`config.mk`:
```
export PLATFORM = sky130hd
export DESIGN_NAME = irq_event_queue
export DESIGN_NICKNAME = d
export VERILOG_FILES = /design/src/rtl/irqq_pkg.sv /design/src/rtl/irqq_status.sv /design/src/rtl/irqq_writer.sv /design/src/rtl/irq_event_queue.sv
export SDC_FILE = /design/constraint.sdc
export NUM_CORES = 1
export LEC_CHECK = 0
export BUFFER_PORTS_ARGS = -buffer_cell sky130_fd_sc_hd__buf_4
export CAP_MARGIN = 20
export CORE_AREA = 5 5 76 112
export DETAILED_ROUTE_END_ITERATION = 10
export DIE_AREA = 0 0 81 117
export GPL_ROUTABILITY_DRIVEN = 0
export PLACE_DENSITY_LB_ADDON = 0.3
export SLEW_MARGIN = 10
export SYNTH_ARGS = -nofsm -noshare
export SYNTH_HDL_FRONTEND = slang
export SYNTH_SLANG_ARGS = --single-unit
```
`constraint.sdc`:
```
create_clock -name clk -period 3.3 [get_ports clk]
set_input_delay 0.825 -clock clk [delete_from_list [all_inputs] [get_ports clk]]
set_output_delay 0.825 -clock clk [all_outputs]
set_load 0.03 [all_outputs]
```
`src/rtl/irqq_pkg.sv`:
```
// Shared constants for the interrupt event queue.
// Assumes 13 event sources with the bit map given in the brief.
package irqq_pkg;
    localparam int EVT_W     = 13;
    localparam int MASK_LO_W = 8;
    localparam int MASK_HI_W = EVT_W - MASK_LO_W;
    localparam int EV_QWRAP  = 10;

    // Sources that may be written to the queue (the wrap source may not).
    localparam logic [EVT_W-1:0] LOG_SEL = ~(EVT_W'(1) << EV_QWRAP);

    localparam logic [1:0] RA_MASK_LO = 2'd0;
    localparam logic [1:0] RA_MASK_HI = 2'd1;
    localparam logic [1:0] RA_STATUS  = 2'd2;
    localparam logic [1:0] RA_QPTR    = 2'd3;

    typedef enum logic [1:0] {PH_IDLE, PH_VEC, PH_PAR} wr_phase_e;
endpackage

```
`src/rtl/irqq_status.sv`:
```
// Enable registers, sticky status bits and the interrupt request.
// Assumes event pulses are already merged with the internal wrap pulse.
module irqq_status
    import irqq_pkg::*;
(
    input  logic             clk,
    input  logic             rst_n,
    input  logic [EVT_W-1:0] evt,
    input  logic             mask_we_lo,
    input  logic             mask_we_hi,
    input  logic             clr_we,
    input  logic [EVT_W-1:0] wdata,
    output logic [EVT_W-1:0] mask,
    output logic [EVT_W-1:0] status,
    output logic             irq
);
    logic [MASK_LO_W-1:0] mask_lo;
    logic [MASK_HI_W-1:0] mask_hi;
    logic [EVT_W-1:0]     status_nxt;

    assign mask = {mask_hi, mask_lo};

    // Enable register writes.
    always_ff @(posedge clk) begin
        if (!rst_n) begin
            mask_lo <= '0;
            mask_hi <= '0;
        end else begin
            if (mask_we_lo) mask_lo <= wdata[MASK_LO_W-1:0];
            if (mask_we_hi) mask_hi <= wdata[MASK_HI_W-1:0];
        end
    end

    // Next status: enabled events set bits, write-one clears the rest.
    always_comb begin
        for (int i = 0; i < EVT_W; i++) begin
            if (evt[i] && mask[i])
                status_nxt[i] = 1'b1;
            else if (clr_we && wdata[i])
                status_nxt[i] = 1'b0;
            else
                status_nxt[i] = status[i];
        end
    end

    // Status register.
    always_ff @(posedge clk) begin
        if (!rst_n) status <= '0;
        else        status <= status_nxt;
    end

    // Request line: any set bit whose enable is still set.
    assign irq = |(status & mask);

    assert_sticky_R3: assert property (@(posedge clk) disable iff (!rst_n)
        !clr_we |=> ((status & $past(status)) == $past(status)));

    assert_masked_set_R2: assert property (@(posedge clk) disable iff (!rst_n)
        1'b1 |=> ((status & ~$past(status) & ~$past(mask)) == '0));
endmodule

```
`src/rtl/irqq_writer.sv`:
```
// Writes two-word records (vector, descriptor pointer) into the circular
// queue and keeps one pending record for events that arrive while busy.
// Assumes DEPTH is an even power of two.
module irqq_writer
    import irqq_pkg::*;
#(
    parameter int DATA_W = 16,
    parameter int DEPTH  = 64,
    parameter int QA_W   = $clog2(DEPTH)
) (
    input  logic              clk,
    input  logic              rst_n,
    input  logic [EVT_W-1:0]  new_vec,
    input  logic [DATA_W-1:0] new_par,
    output logic              q_we,
    output logic [QA_W-1:0]   q_addr,
    output logic [DATA_W-1:0] q_wdata,
    output logic [QA_W-1:0]   qptr,
    output logic              wrap
);
    localparam logic [QA_W-1:0] LAST_PAIR = QA_W'(DEPTH - 2);

    wr_phase_e         phase;
    logic [EVT_W-1:0]  cur_vec, pend_vec;
    logic [DATA_W-1:0] cur_par, pend_par;
    logic              pend_v;
    logic              new_any;

    assign new_any = |new_vec;

    // Record sequencing, pending merge and pointer advance.
    always_ff @(posedge clk) begin
        if (!rst_n) begin
            phase    <= PH_IDLE;
            cur_vec  <= '0;
            cur_par  <= '0;
            pend_vec <= '0;
            pend_par <= '0;
            pend_v   <= 1'b0;
            qptr     <= '0;
        end else begin
            case (phase)
                PH_IDLE: begin
                    if (new_any) begin
                        cur_vec <= new_vec;
                        cur_par <= new_par;
                        phase   <= PH_VEC;
                    end
                end
                PH_VEC: begin
                    phase <= PH_PAR;
                    if (new_any) begin
                        pend_vec <= pend_vec | new_vec;
                        pend_par <= new_par;
                        pend_v   <= 1'b1;
                    end
                end
                PH_PAR: begin
                    qptr <= qptr + QA_W'(2);
                    if (pend_v || new_any) begin
                        cur_vec  <= pend_vec | new_vec;
                        cur_par  <= new_any ? new_par : pend_par;
                        pend_vec <= '0;
                        pend_v   <= 1'b0;
                        phase    <= PH_VEC;
                    end else begin
                        phase <= PH_IDLE;
                    end
                end
                default: phase <= PH_IDLE;
            endcase
        end
    end

    // RAM port: vector word at even address, pointer word at odd address.
    always_comb begin
        q_we    = (phase != PH_IDLE);
        q_addr  = (phase == PH_PAR) ? (qptr | QA_W'(1)) : qptr;
        q_wdata = (phase == PH_PAR) ? cur_par : DATA_W'(cur_vec);
    end

    // Wrap pulse when the last pair of locations completes.
    assign wrap = (phase == PH_PAR) && (qptr == LAST_PAIR);

    assert_word_pair_R5: assert property (@(posedge clk) disable iff (!rst_n)
        (q_we && !q_addr[0]) |=> (q_we && q_addr == $past(q_addr) + QA_W'(1)));

    assert_ptr_step_R7: assert property (@(posedge clk) disable iff (!rst_n)
        (phase == PH_PAR) |=> (qptr == $past(qptr) + QA_W'(2)));

    assert_wrap_to_zero_R8: assert property (@(posedge clk) disable iff (!rst_n)
        wrap |=> (qptr == '0));
endmodule

```
`src/rtl/irq_event_queue.sv`:
```
// Top: register decode and read mux, with the status and writer units.
// Assumes a single-cycle register port with combinational read data.
module irq_event_queue
    import irqq_pkg::*;
#(
    parameter int DATA_W      = 16,
    parameter int QUEUE_DEPTH = 64,
    parameter int QA_W        = $clog2(QUEUE_DEPTH)
) (
    input  logic              clk,
    input  logic              rst_n,
    input  logic [EVT_W-1:0]  evt_in,
    input  logic [DATA_W-1:0] desc_ptr,
    input  logic              reg_we,
    input  logic [1:0]        reg_addr,
    input  logic [DATA_W-1:0] reg_wdata,
    output logic [DATA_W-1:0] reg_rdata,
    output logic              irq,
    output logic              q_we,
    output logic [QA_W-1:0]   q_addr,
    output logic [DATA_W-1:0] q_wdata
);
    logic [EVT_W-1:0] mask, status, evt_all, log_vec;
    logic [QA_W-1:0]  qptr;
    logic             wrap;
    logic             unused_wdata;

    assign unused_wdata = ^reg_wdata[DATA_W-1:EVT_W];

    // External sources (without the wrap position) plus the internal wrap pulse.
    assign evt_all = (evt_in & LOG_SEL) | (EVT_W'(wrap) << EV_QWRAP);
    assign log_vec = evt_in & LOG_SEL & mask;

    irqq_status u_status (
        .clk        (clk),
        .rst_n      (rst_n),
        .evt        (evt_all),
        .mask_we_lo (reg_we && reg_addr == RA_MASK_LO),
        .mask_we_hi (reg_we && reg_addr == RA_MASK_HI),
        .clr_we     (reg_we && reg_addr == RA_STATUS),
        .wdata      (reg_wdata[EVT_W-1:0]),
        .mask       (mask),
        .status     (status),
        .irq        (irq)
    );

    irqq_writer #(.DATA_W(DATA_W), .DEPTH(QUEUE_DEPTH), .QA_W(QA_W)) u_writer (
        .clk     (clk),
        .rst_n   (rst_n),
        .new_vec (log_vec),
        .new_par (desc_ptr),
        .q_we    (q_we),
        .q_addr  (q_addr),
        .q_wdata (q_wdata),
        .qptr    (qptr),
        .wrap    (wrap)
    );

    // Register read mux.
    always_comb begin
        case (reg_addr)
            RA_MASK_LO: reg_rdata = DATA_W'(mask[MASK_LO_W-1:0]);
            RA_MASK_HI: reg_rdata = DATA_W'(mask[EVT_W-1:MASK_LO_W]);
            RA_STATUS:  reg_rdata = DATA_W'(status);
            default:    reg_rdata = DATA_W'(qptr);
        endcase
    end

    assert_no_wrap_in_vector_R8: assert property (@(posedge clk) disable iff (!rst_n)
        (q_we && !q_addr[0]) |-> !q_wdata[EV_QWRAP]);
endmodule

```
Word level (Yosys, flattened, before mapping)
Cells that the tools add are included.
Widths: inputs -> output; s select.
{ "totals": {"reg_bits": 93, "latch_bits": 0, "ramBits": 0, "romBits": 0, "input_bits": 50, "out_inout_bits": 40, "word_cells": 133, "mem_count": 0} }
{ "classes": {"add_sub_neg": 1, "multipliers": 0, "div": 0, "n_lt_le_gt_ge": 0, "eq_ne": 8, "shift": 0, "mux": 45, "bitwise": 4, "n_reduce_logical": 53} }
{ "op_table": {"columns": ["operator", "count"], "rows": [
  ["$mux 16", 4],
  ["$mux 13", 4],
  ["$pmux 13 s2", 2],
  ["$pmux 13 s3", 1],
  ["$pmux 16 s2", 1],
  ["$reduce_bool 2->1", 16],
  ["$logic_and 1x1->1", 30],
  ["$mux 1", 30],
  ["$and 13x13->13", 2],
  ["$reduce_or 13->1", 2],
  ["$or 13x11->13", 1],
  ["$or 13x13->13", 1],
  ["$add 6x2->6 const B", 1],
  ["$eq 6x6->1 const B", 1],
  ["$ne 2x1->1 const B", 3],
  ["$pmux 2 s3", 1],
  ["$reduce_and 3->1", 2],
  ["$eq 2x1->1 const B", 2],
  ["$eq 2x2->1 const B", 2],
  ["$logic_not 2->1", 2],
  ["$mux 2", 1],
  ["$pmux 1 s2", 1],
  ["$logic_or 1x1->1", 1]
]} }

Longest topological paths before layout
{ "logic_depth": {"depth_word": 5, "depth_mapped": 8, "ltp_nobuf": 6} }

Cells and area by module
Synthesis repeated with hierarchy kept, for this count alone.
{ "hier_totals": {"cells_unflattened": 452, "hier_area_um2": 4237.8} }
{ "by_module_without_submodules": {"columns": ["module", "n_inst", "cells_each", "area_per_inst_um2", "seq_area_each_um2"], "rows": [
  ["irqq_writer", 1, 309, 2847.7, 1321.3],
  ["irqq_status", 1, 104, 1044.8, 520.5],
  ["irq_event_queue", 1, 39, 345.3, 0.0]
]} }

Least setup slack after synthesis
No wires, ideal clock.
{ "synth_timing": {"kind": "in2out", "from": "input reg_addr[1]", "to": "output reg_rdata[0]", "arrival_time_ns": 2.084, "path_slack_ns": 0.391, "cell_stages": 3, "n_path_buf": 1, "cell_sequence": "buf_1 -> mux2i_1 -> o21ai_0"} }
{ "synth_between": {"elab_chain_len": 2, "elab_cells_between_ends": 4, "cone_classes": "eq/ne: 2; mux: 1; reduce/logical: 1"} }
{ "synth_lines": {"columns": ["item", "line", "text"], "rows": [
  ["start: declaration", "irq_event_queue.sv:15", "input logic [1:0] reg_addr,"],
  ["$eq 2x2->1 (tied with other cells)", "irq_event_queue.sv:61", "case (reg_addr)"],
  ["$pmux 13 s3 (*)", "irq_event_queue.sv:61", null],
  ["end: declaration", "irq_event_queue.sv:17", "output logic [DATA_W-1:0] reg_rdata,"]
]} }
Mark *: on every way between the ends. The rest lies on a longest branch, timed or not.

Final worst setup path
{ "layout_timing": {"from": "input reg_addr[1]", "to": "output reg_rdata[10]"} }
The elaborated chain is that of the path after synthesis.

==> metrics.csv <==
metric,value,unit
critPathLaunchType,input pin,
drive_gt1_frac,0.2456,
critPathMaxFanout,12,
synthArstFlopShare,0,
insertion_delay,0.34,ns
grt_pass1_wl,16010,um
drt-total-wl,9865,um
hpwl,7158,um
clock_sinks,90,
overflow,0,
synth_xor_area_frac,0.006235,
postCtsSetupRepairBufs,0,
synth_top_family_by_area,compound AO/OA/AOI/OAI gates,
path_clk_slew,0.06,ns
drt_pass1_iterations,5,
min_period,2.678,ns
die_x,81,um
crit_slowest_cell,nor2b_1,
drt_iter0_drc,181,
fp.dieH,117,um
grt_pass1_vias,3409,
antenna_cells,0,
peakVddDrop,295.0,uV
synth_warnings,0,
synth-compound-area-share,0.1710,
synth-simple-area-share,0.1612,
numCtsBuffers,9,
hold_buffers,0,
hold_path_class,flip-flop to flip-flop,
worst_slew_pin_slew,0.9306,ns
drc_errors,0,
start_util,0.5608,
avgSynthCellArea,9.755,um2
cts_tree,done,
hold_viol_final,0,
cpMostUsedCell,buf_4,
finalSetupViolCount,0,
crit_path_max_incr_delay,0.45,ns
power.leakage,0.002224,uW
multi_input_area,2221,um2
drt.antenna.violating_nets,0,
ys_ff_latch,90,
synthFlopType,dfxtp_1,
port_buffers,82,
slew_headroom,0.3796,
cts-resized-gates,0,
htree_levels,3,
crit_required,2.47,ns
finalMaxSlewViolations,0,
ys_seq_area_frac,0.4276,
final_cell_mix,"dfxtp_1 (90), buf_4 (89), mux2i_1 (47)",
num_io_pins,90,
synthMuxAreaShare,0.1651,
final_area,5111,um2
grt_use_total,0.2182,
num_rows,39,
placed_area,4845,um2
layout.nets,561,
worstSetupEndpointType,primary output,
ff_latch_area,1802,um2
crit_type,input pin to primary output,
mostFrequentLayoutCell,dfxtp_1,
synth_edf_count,0,
synth_fa_ha_area_frac,0.02078,
ys_types,42,
wl_per_cell,16.15,um
cts_buffer_depth,2,
root_buffer,clkbuf_16,
rsz0062_at_grt,no,
status,finished clean,
finalSetupTns,0,ns
avgViaCountPerCell,5.604,
synth_cells,432,
timing.fmax,373.5,MHz
die_area,9477,um2
grt_antenna_before_repair,0,
path_cells,"buf_4, nor2b_1, and2_1, buf_4",
syn_area,4214,um2
syn_to_final_growth,21.29,%
core_area,7515,um2
fillCellCount,645,
cap_violations,0,
num_vias,3424,
period_share,0.8114,
finalClockSkew,0.006849,ns
grt_max_degree,58,
p_per_area,553.4,nW/um2
critPathArrivalTime,1.85,ns
[registers in the layout, indices dropped and copies added (netlist names), 5 cells and up]
| signal | cells |
|---|---|
| u_writer.cur_par | 16 |
| u_writer.pend_par | 16 |
| u_status.status | 13 |
| u_writer.cur_vec | 12 |
| u_writer.pend_vec | 12 |
| u_status.mask_lo | 8 |
| u_status.mask_hi | 5 |
| u_writer.qptr | 5 |
[worst max-delay path, delay by kind of cell]
family / cells / cell delay (ns)
simple gates: 2 / 0.66
buf+inv: 2 / 0.37
[final timing paths]
path,slack [ns],end,cells past startpoint,startpoint
max,0.62,reg_rdata[10],4,reg_addr[1]
min,0.47,u_writer.pend_vec[9],2,u_writer.pend_vec[9]
max reg2reg,1.04,u_writer.cur_vec[11],6,u_writer.phase[0]
min reg2reg,0.47,u_writer.pend_vec[9],2,u_writer.pend_vec[9]
[stage by stage]
step                total power [uW]  worst slack, ns  std cells  hold WS, ns    util
floorplan                       1739           0.3907        434       0.4371       -
global placement                1910           0.5858        595       0.4468  0.6447
detailed placement              1924           0.5046        595       0.4577  0.6447
CTS                             2848           0.6204        611       0.4714  0.6802
global route                    2959           0.5358        611       0.4960  0.6802
finish                          2828           0.6223        611       0.4737  0.6802
[cell families (layout without fill, tap and decap cells)]
| family | Yosys count | after routing |
|---|---|---|
| buf+inv | 37 | 112 |
| mux | 63 | 63 |
| fa+ha+maj | 7 | 7 |
| simple gates | 131 | 131 |
| compound gates | 100 | 100 |
| flops | 90 | 90 |
| xor+xnor | 3 | 3 |
| other cells | 1 | 3 |
[final cells by class]
type	count	share of cell area
clock inverters	2	0.002448
flip-flops and latches	90	0.3525
well taps	102	0.02497
repair buffers	89	0.1307
clock buffers	14	0.04969
inverters	7	0.005141
multi-input cells	307	0.4345
[synth_stat cells (2+ instances only)]
| cell | count | area share |
|---|---|---|
| a22oi_1 | 19 | 0.034 |
| inv_1 | 7 | 0.0062 |
| buf_1 | 3 | 0.0027 |
| a22oi_2 | 3 | 0.0089 |
| a21oi_1 | 16 | 0.019 |
| mux2_2 | 12 | 0.032 |
| ha_1 | 7 | 0.021 |
| buf_6 | 4 | 0.011 |
| nand3_1 | 12 | 0.014 |
| and2_1 | 13 | 0.019 |
| buf_4 | 3 | 0.0053 |
| a21boi_0 | 9 | 0.016 |
| a221oi_1 | 2 | 0.0042 |
| dfxtp_1 | 90 | 0.43 |
| xnor2_1 | 2 | 0.0042 |
| mux4_2 | 4 | 0.021 |
| a31oi_1 | 12 | 0.018 |
| o211a_1 | 12 | 0.029 |
| nand4_1 | 2 | 0.0030 |
| buf_2 | 2 | 0.0024 |
| o21ai_0 | 19 | 0.023 |
| mux2i_1 | 47 | 0.11 |
| nand2_1 | 44 | 0.039 |
| nor2_1 | 16 | 0.014 |
| nor2b_1 | 39 | 0.058 |
| clkbuf_1 | 17 | 0.015 |
[report_power, final]
group	total (uW)	internal, uW	switching [uW]
clock network	927	531	397
logic	643	269	374
registers	1260	1190	62.9
[metal layers]
metal / track usage / vias to the layer above / part of all wire
met1: 0.2519 / 1615 / 0.41
li1: - / 1680 / -
met2: 0.3851 / 113 / 0.51
met3: 0.03675 / 16 / 0.053
met5: 0 / - / 0
met4: 0.1082 / 0 / 0.020
(Power assumes the default switching activity.)
